## src/rtl/stx_pkg.sv

```systemverilog
package stx_pkg;
  typedef enum logic [2:0] {
    ST_IDLE,
    ST_START,
    ST_DATA,
    ST_PAR,
    ST_STOP
  } stx_state_e;

  // positions decoded in the configuration byte
  localparam int CFG_PAR_ON = 3;
  localparam int CFG_EVEN   = 4;
  localparam int CFG_STICK  = 5;
  localparam int CFG_BREAK  = 6;
endpackage

```

## src/rtl/stx_bit_timer.sv

```systemverilog
module stx_bit_timer #(
  parameter int TICKS_PER_BIT = 16
) (
  input  logic clk,
  input  logic rst_n,
  input  logic run,
  input  logic tick,
  output logic bit_done
);
  localparam int CNT_W = (TICKS_PER_BIT > 1) ? $clog2(TICKS_PER_BIT) : 1;
  localparam logic [CNT_W-1:0] LAST = CNT_W'(TICKS_PER_BIT - 1);

  logic [CNT_W-1:0] cnt_q;

  assign bit_done = run && tick && (cnt_q == LAST);

  always_ff @(posedge clk or negedge rst_n) begin
    if (!rst_n)              cnt_q <= '0;
    else if (!run || bit_done) cnt_q <= '0;
    else if (tick)           cnt_q <= cnt_q + 1'b1;
  end
endmodule

```

## src/rtl/stx_parity.sv

```systemverilog
module stx_parity #(
  parameter int DATA_W = 8
) (
  input  logic [DATA_W-1:0] data,
  input  logic              even_sel,
  input  logic              stick,
  output logic              par_bit
);
  logic ones_odd;
  logic normal_bit;

  assign ones_odd   = ^data;
  // even: parity copies the data's oddness; odd: parity inverts it
  assign normal_bit = even_sel ? ones_odd : ~ones_odd;
  // stick: even select gives space (0), odd select gives mark (1)
  assign par_bit    = stick ? ~even_sel : normal_bit;
endmodule

```

## src/rtl/stx_frame_fsm.sv

```systemverilog
module stx_frame_fsm
  import stx_pkg::*;
#(
  parameter int DATA_W = 8
) (
  input  logic              clk,
  input  logic              rst_n,
  input  logic              accept,
  input  logic              bit_done,
  input  logic [DATA_W-1:0] data_in,
  input  logic              par_on_in,
  input  logic              par_bit_in,
  output logic              line_bit,
  output logic              busy
);
  localparam int IDX_W = (DATA_W > 1) ? $clog2(DATA_W) : 1;
  localparam logic [IDX_W-1:0] LAST_IDX = IDX_W'(DATA_W - 1);

  stx_state_e        state_q;
  logic [DATA_W-1:0] shreg_q;
  logic [IDX_W-1:0]  idx_q;
  logic              par_on_q;
  logic              par_q;

  always_ff @(posedge clk or negedge rst_n) begin
    if (!rst_n) begin
      state_q  <= ST_IDLE;
      shreg_q  <= '0;
      idx_q    <= '0;
      par_on_q <= 1'b0;
      par_q    <= 1'b0;
    end else begin
      case (state_q)
        ST_IDLE: if (accept) begin
          state_q  <= ST_START;
          shreg_q  <= data_in;
          par_on_q <= par_on_in;
          par_q    <= par_bit_in;
        end
        ST_START: if (bit_done) begin
          state_q <= ST_DATA;
          idx_q   <= '0;
        end
        ST_DATA: if (bit_done) begin
          shreg_q <= shreg_q >> 1;
          idx_q   <= idx_q + 1'b1;
          if (idx_q == LAST_IDX) state_q <= par_on_q ? ST_PAR : ST_STOP;
        end
        ST_PAR:  if (bit_done) state_q <= ST_STOP;
        ST_STOP: if (bit_done) state_q <= ST_IDLE;
        default: state_q <= ST_IDLE;
      endcase
    end
  end

  always_comb begin
    case (state_q)
      ST_START: line_bit = 1'b0;
      ST_DATA:  line_bit = shreg_q[0];
      ST_PAR:   line_bit = par_q;
      default:  line_bit = 1'b1;
    endcase
  end

  assign busy = (state_q != ST_IDLE);
endmodule

```

## src/rtl/stick_uart_tx.sv

```systemverilog
module stick_uart_tx
  import stx_pkg::*;
#(
  parameter int DATA_W        = 8,
  parameter int TICKS_PER_BIT = 16
) (
  input  logic              clk,
  input  logic              rst_n,
  input  logic              baud_tick,
  input  logic              in_valid,
  input  logic [DATA_W-1:0] in_data,
  output logic              in_ready,
  input  logic [7:0]        line_cfg,
  output logic              ser_out,
  output logic              busy
);
  logic accept;
  logic bit_done;
  logic par_bit;
  logic line_bit;
  logic cfg_unused;

  assign cfg_unused = ^{line_cfg[7], line_cfg[2:0]};
  assign in_ready   = !busy;
  assign accept     = in_valid && in_ready;

  stx_bit_timer #(.TICKS_PER_BIT(TICKS_PER_BIT)) u_timer (
    .clk      (clk),
    .rst_n    (rst_n),
    .run      (busy),
    .tick     (baud_tick),
    .bit_done (bit_done)
  );

  stx_parity #(.DATA_W(DATA_W)) u_par (
    .data     (in_data),
    .even_sel (line_cfg[CFG_EVEN]),
    .stick    (line_cfg[CFG_STICK]),
    .par_bit  (par_bit)
  );

  stx_frame_fsm #(.DATA_W(DATA_W)) u_fsm (
    .clk        (clk),
    .rst_n      (rst_n),
    .accept     (accept),
    .bit_done   (bit_done),
    .data_in    (in_data),
    .par_on_in  (line_cfg[CFG_PAR_ON]),
    .par_bit_in (par_bit),
    .line_bit   (line_bit),
    .busy       (busy)
  );

  assign ser_out = line_cfg[CFG_BREAK] ? 1'b0 : line_bit;
endmodule

```

## config.mk

```make
export PLATFORM = sky130hd
export DESIGN_NAME = stick_uart_tx
export DESIGN_NICKNAME = d
export VERILOG_FILES = /design/src/rtl/stx_pkg.sv /design/src/rtl/stx_bit_timer.sv /design/src/rtl/stx_parity.sv /design/src/rtl/stx_frame_fsm.sv /design/src/rtl/stick_uart_tx.sv
export SDC_FILE = /design/constraint.sdc
export NUM_CORES = 1
export LEC_CHECK = 0
export BUFFER_PORTS_ARGS = -buffer_cell sky130_fd_sc_hd__buf_4
export CAP_MARGIN = 20
export CORE_MARGIN = 3
export CORE_UTILIZATION = 57
export CTS_CLUSTER_SIZE = 30
export DETAILED_ROUTE_END_ITERATION = 10
export PLACE_DENSITY = 0.82
export SETUP_SLACK_MARGIN = 0.2
export SKIP_CTS_REPAIR_TIMING = 1
export SLEW_MARGIN = 10
export SYNTH_ARGS = -nofsm -noshare
export SYNTH_HDL_FRONTEND = slang
export SYNTH_SLANG_ARGS = --single-unit
```

## constraint.sdc

```tcl
create_clock -name clk -period 4.8 [get_ports clk]
set_input_delay 0.96 -clock clk [delete_from_list [all_inputs] [get_ports clk]]
set_output_delay 0.96 -clock clk [all_outputs]
set_load 0.1 [all_outputs]
```

; ---- After elaboration in Yosys (flattened, before gate mapping)
; Cells that the tools add are included.
[classes]
reduce_logical = 15
muxes = 19
n_addsub = 2
eq_ne = 12
bitwise = 2
[op_table]
columns = operator, n
row1 = two-way mux 3 bit, 8
row2 = two-way mux 8 bit, 2
row3 = one-hot mux 8 bit (2 select lines), 1
row4 = one-hot mux 3 bit (5 select lines), 1
row5 = "inequality test 2 bit, second input constant", 5
row6 = two-way mux 4 bit, 2
row7 = parity 8 bit, 1
row8 = "equality test 3 x 2 -> 1 bit, second input constant", 2
row9 = "equality test 3 bit, second input constant", 2
row10 = one-hot mux 3 bit (2 select lines), 1
row11 = AND reduction 3 bit, 2
row12 = AND reduction 6 bit, 1
row13 = nonzero test 2 bit, 3
row14 = "adder 4 x 1 -> 4 bit, second input constant", 1
row15 = "equality test 4 bit, second input constant", 1
row16 = "adder 3 x 1 -> 3 bit, second input constant", 1
row17 = "equality test 3 x 1 -> 1 bit, second input constant", 1
row18 = logical AND 1 bit, 3
row19 = zero test 3 bit, 1
row20 = two-way mux 1 bit, 3
row21 = one-hot mux 1 bit (3 select lines), 1
row22 = nonzero test 3 bit, 1
row23 = "inequality test 2 x 1 -> 1 bit, second input constant", 1
row24 = NOT 1 bit, 2
row25 = 3 further kinds, 3
[word_totals]
inputBits = 20
register_bits = 20
elab_cells = 56

; ---- Logic depth before layout (Yosys ltp)
[depth]
word_depth = 5
mapped_depth = 7

; ---- Modules after synthesis
; Synthesis repeated with hierarchy kept, for this count alone.
[unflattened]
cells_unflattened = 106
hier_area_um2 = 1209.9
[modules_own_cells]
columns = module, n_inst, cells_per_inst, area_each_um2
row1 = stx_frame_fsm, 1, 73, 898.4
row2 = stx_bit_timer, 1, 21, 214.0
row3 = stx_parity, 1, 9, 73.8
row4 = stick_uart_tx, 1, 3, 23.8

; ---- Least setup slack after synthesis
; OpenSTA, ideal clock, no wires.
[synth_path]
path_kind = input-to-output
from = input port line_cfg[6]
to = output port ser_out
path_stages = 1
path_buffers = 0
slack_ns = 1.627
arrival_time_ns = 2.213
cell_sequence = nor2_1
[synth_via]
elab_chain_cells = 1
[synth_lines]
columns = item, line_no
row1 = from (decl), stick_uart_tx.sv:13  ; input logic [7:0] line_cfg,
row2 = two-way mux 1 bit, stick_uart_tx.sv:54  ; assign ser_out = line_cfg[CFG_BREAK] ? 1'b0 : line_bit;
row3 = to (decl), stick_uart_tx.sv:14  ; output logic ser_out,
; Every way passes these cells.

; ---- Worst setup path after layout
[layout_path]
from = register u_fsm.state_q[1]
to = output port in_ready
[layout_via]
elab_chain_cells = 2
[layout_lines]
columns = item, line_no
row1 = from (decl), stx_frame_fsm.sv:19  ; stx_state_e state_q;
row2 = from (signal assigned), stx_frame_fsm.sv:47  ; if (idx_q == LAST_IDX) state_q <= par_on_q ? ST_PAR : ST_STOP;
row3 = nonzero test 3 bit, stx_frame_fsm.sv:65  ; assign busy = (state_q != ST_IDLE);
row4 = zero test 1 bit, stick_uart_tx.sv:24  ; assign in_ready = !busy;
row5 = to (decl), stick_uart_tx.sv:12  ; output logic in_ready,
; Every way passes these cells.

==> flow_summary_export.csv <==
group,metric,value,unit
critical_path,cp_max_fo,16,
pwr,combPwrFrac,39.4,%
yosys,synth_fp_nets,139,
cells_and_area,final_core_util,72.2,%
critical_path,crit_type,"register to output port",
pwr,leakage,0.621,nW
floorplanning,coreArea,1820,µm²
placement,port_buffers,18,
min_path,hp-class,"input port to async pin",
floorplanning,ioPinCount,23,
timing,setup_viol,0,
critical_path,cp_slowest_stage_delay,0.58,ns
clocking,root_buffer,"clkbuf_4",
clocking,htree_levels,1,
floorplanning,die_h,51.1,µm
clocking,clock-sinks,20,
pwr,powerDensity,494,nW/µm²
detailed_routing,firstDrtPassIters,4,
critical_path,cp_slowest_cell,"dfrtp_1",
timing,slew_headroom,66.2,%
timing,rsz0062_at_grt,"false",
clocking,cts_buffer_depth,2,
grt,grt_pass1_wl,3510,µm
detailed_routing,drt-vias-per-instance,5.47,
detailed_routing,vias,865,
critical_path,required,3.84,ns
timing,fin_tns_setup,0,ns
floorplanning,initial_core_util,63.6,%
yosys,avgSynthCellArea,9.98,µm²
detailed_routing,routed_wl,2090,µm
detailed_routing,drt-initial-drc-count,11,
clocking,clkTransAtPathRegs,0.11,ns
pwr,switching_share,41.9,%
placement,dp_hpwl,1590,µm
floorplanning,die_area,2610,µm²
pwr,vdd_ir_drop_max,0.000436,V
grt,track_usage,17.9,%
critical_path,cp_cell_sequence,"or3_4 -> inv_6 -> buf_4",
pwr,seqPwrFrac,45.7,%
cells_and_area,nets,157,
yosys,synth_warnings,0,
clocking,cts_tree,"done",
timing,timing.final.crit_share,56.4,%
floorplanning,die_w,51.1,µm
placement,gp_congestion,0.745,
pwr,intPower,0.378,mW
cells_and_area,diodes,0,
pwr,switchingPower,0.272,mW
yosys,yosysUniqueCellTypes,33,
grt,grt_start_max_net_pins,21,
grt,grt_pass1_vias,828,
timing,slew_viol_final,0,
pwr,pwr-share-clk,14.9,%
grt,grt.overflow.total,0,
timing,hold_viol,0,
timing,fin_worst_skew,0.00295,ns
detailed_routing,antenna_left,0,
run,cap_viol_max_count,0,
detailed_routing,detail_route.wl_per_cell,13.2,µm
clocking,cts_buffers,3,
yosys,ys_seq_area_share,43.2,%
yosys,netlist_instances,116,
cells_and_area,fill_cells,152,
timing,worst_slew_pin_slew,0.507,ns
cells_and_area,areaGrowthSynthToFinish,13.6,%
timing,fmax,369,MHz
grt,antenna_found_initial,0,
detailed_routing,drc,0,
yosys,synth.cell_area,1160,µm²
timing,min_period,2.71,ns
cells_and_area,drive_above_1_share,28.6,%
clocking,clk_latency,0.30,ns
run_status,status,"completed",
critical_path,critPathLaunchType,"register",
critical_path,critPathArrivalTime,1.75,ns
yosys,ys_ff_latch,20,
floorplanning,rows,15,
critical_path,endpoint_kind,"output port",
==> per-stage QoR <==
stage / instance area, µm² / hold slack (ns) / setup WS [ns] / instances / power [mW]
floorplan: 1160 / 0.457 / 1.63 / 116 / 0.508
finish: 1320 / 0.511 / 2.09 / 158 / 0.650
global route: 1320 / 0.510 / 2.02 / 158 / 0.696
detailed placement: 1280 / 0.498 / 2.39 / 154 / 0.558
CTS: 1320 / 0.514 / 2.08 / 158 / 0.656
global placement: 1280 / 0.479 / 2.39 / 154 / 0.544
==> power by group through the flow <==
stage	registers (mW)	logic, mW	clock network [mW]
after CTS	0.296	0.259	0.101
after detailed placement	0.299	0.258	0
after global routing	0.305	0.284	0.108
final	0.297	0.256	0.0966
after floorplan	0.273	0.234	0
after global placement	0.295	0.249	0
==> critical path: cells and delay by family, from the launching register on <==
family	cells	cell delay, ns
flip-flops	1	0.58
AND/OR/NAND/NOR	1	0.49
buffers and inverters	2	0.38
==> kinds of logic after synthesis <==
group                      Yosys count  share of synthesized area, %
xor gates and xnor gates             9                          6.81
and+or+nand+nor                     34                          17.3
DFF                                 20                          43.2
buffers and inverters               15                          7.57
adders and majority gates            3                          3.24
muxes                                3                          2.70
AOI/OAI and AO/OA                   32                          19.1
==> area by class of cell <==
cell class | count | area, µm² | area share (%)
inverter | 10 | 42.5 | 3.24
tap | 25 | 31.3 | 2.38
multi-input combinational | 81 | 569 | 43.3
clock buffer | 4 | 36.3 | 2.76
sequential | 20 | 500 | 38.1
timing repair buffer | 18 | 135 | 10.3
==> metal layers <==
| layer | vias up | part of all wire, % | track usage (%) |
|---|---|---|---|
| met5 | - | 0 | 0 |
| met4 | 0 | 1.5 | 8.52 |
| met3 | 4 | 3.3 | 3.79 |
| met2 | 12 | 49 | 29.0 |
| met1 | 411 | 46 | 22.6 |
| li1 | 438 | - | - |
==> final timing paths <==
| kind | from | endpoint | slack [ns] | cells past startpoint |
|---|---|---|---|---|
| min reg2reg | u_fsm.par_q | u_fsm.par_q | 0.52 | 2 |
| max | u_fsm.state_q[1] | in_ready | 2.09 | 3 |
| max in group asynchronous | rst_n | u_fsm.state_q[0] | 4.08 | 1 |
| min in group clk | u_fsm.par_q | u_fsm.par_q | 0.52 | 2 |
| max reg2reg | u_timer.cnt_q[0] | u_fsm.shreg_q[4] | 3.10 | 6 |
| min | rst_n | u_fsm.idx_q[1] | 0.51 | 1 |
==> cells in the mapped netlist (all sizes together) <==
cell	n	area (µm²)
xor2	3	26.3
a311oi	1	8.76
nor2b	2	12.5
clkbuf	1	3.75
ha	3	37.5
a41oi	1	8.76
o21ai	7	35.0
xnor2	6	52.6
a31oi	2	12.5
nand3	5	37.5
o31a	1	8.76
and2	1	8.76
nor2	9	41.3
inv	10	42.5
buf	4	41.3
mux2	1	11.3
dfrtp	20	500
a211oi	1	7.51
nor3	3	15.0
nand2	12	52.6
nand4	1	21.3
a21oi	10	76.3
o22ai	7	43.8
o21a	1	7.51
mux2i	2	20.0
or3	1	11.3
o31ai	1	12.5
==> cell usage in the layout, fill, tap and decap left out, drive strengths merged, types with 2 or more instances in the layout <==
master / count
mux2i: 2
a21oi: 10
xnor2: 6
buf: 18
inv: 10
a31oi: 2
o22ai: 7
dfrtp: 20
nand2: 12
o21ai: 7
nor2: 9
nand3: 5
xor2: 3
clkbuf: 4
nor2b: 2
ha: 3
nor3: 3
==> state kept, by name, summed over array words and instances (netlist names) <==
name and count:
u_fsm.shreg_q 8, u_timer.cnt_q 4, u_fsm.idx_q 3, u_fsm.state_q 3, u_fsm.par_on_q 1, u_fsm.par_q 1
(Power assumes the default switching activity.)
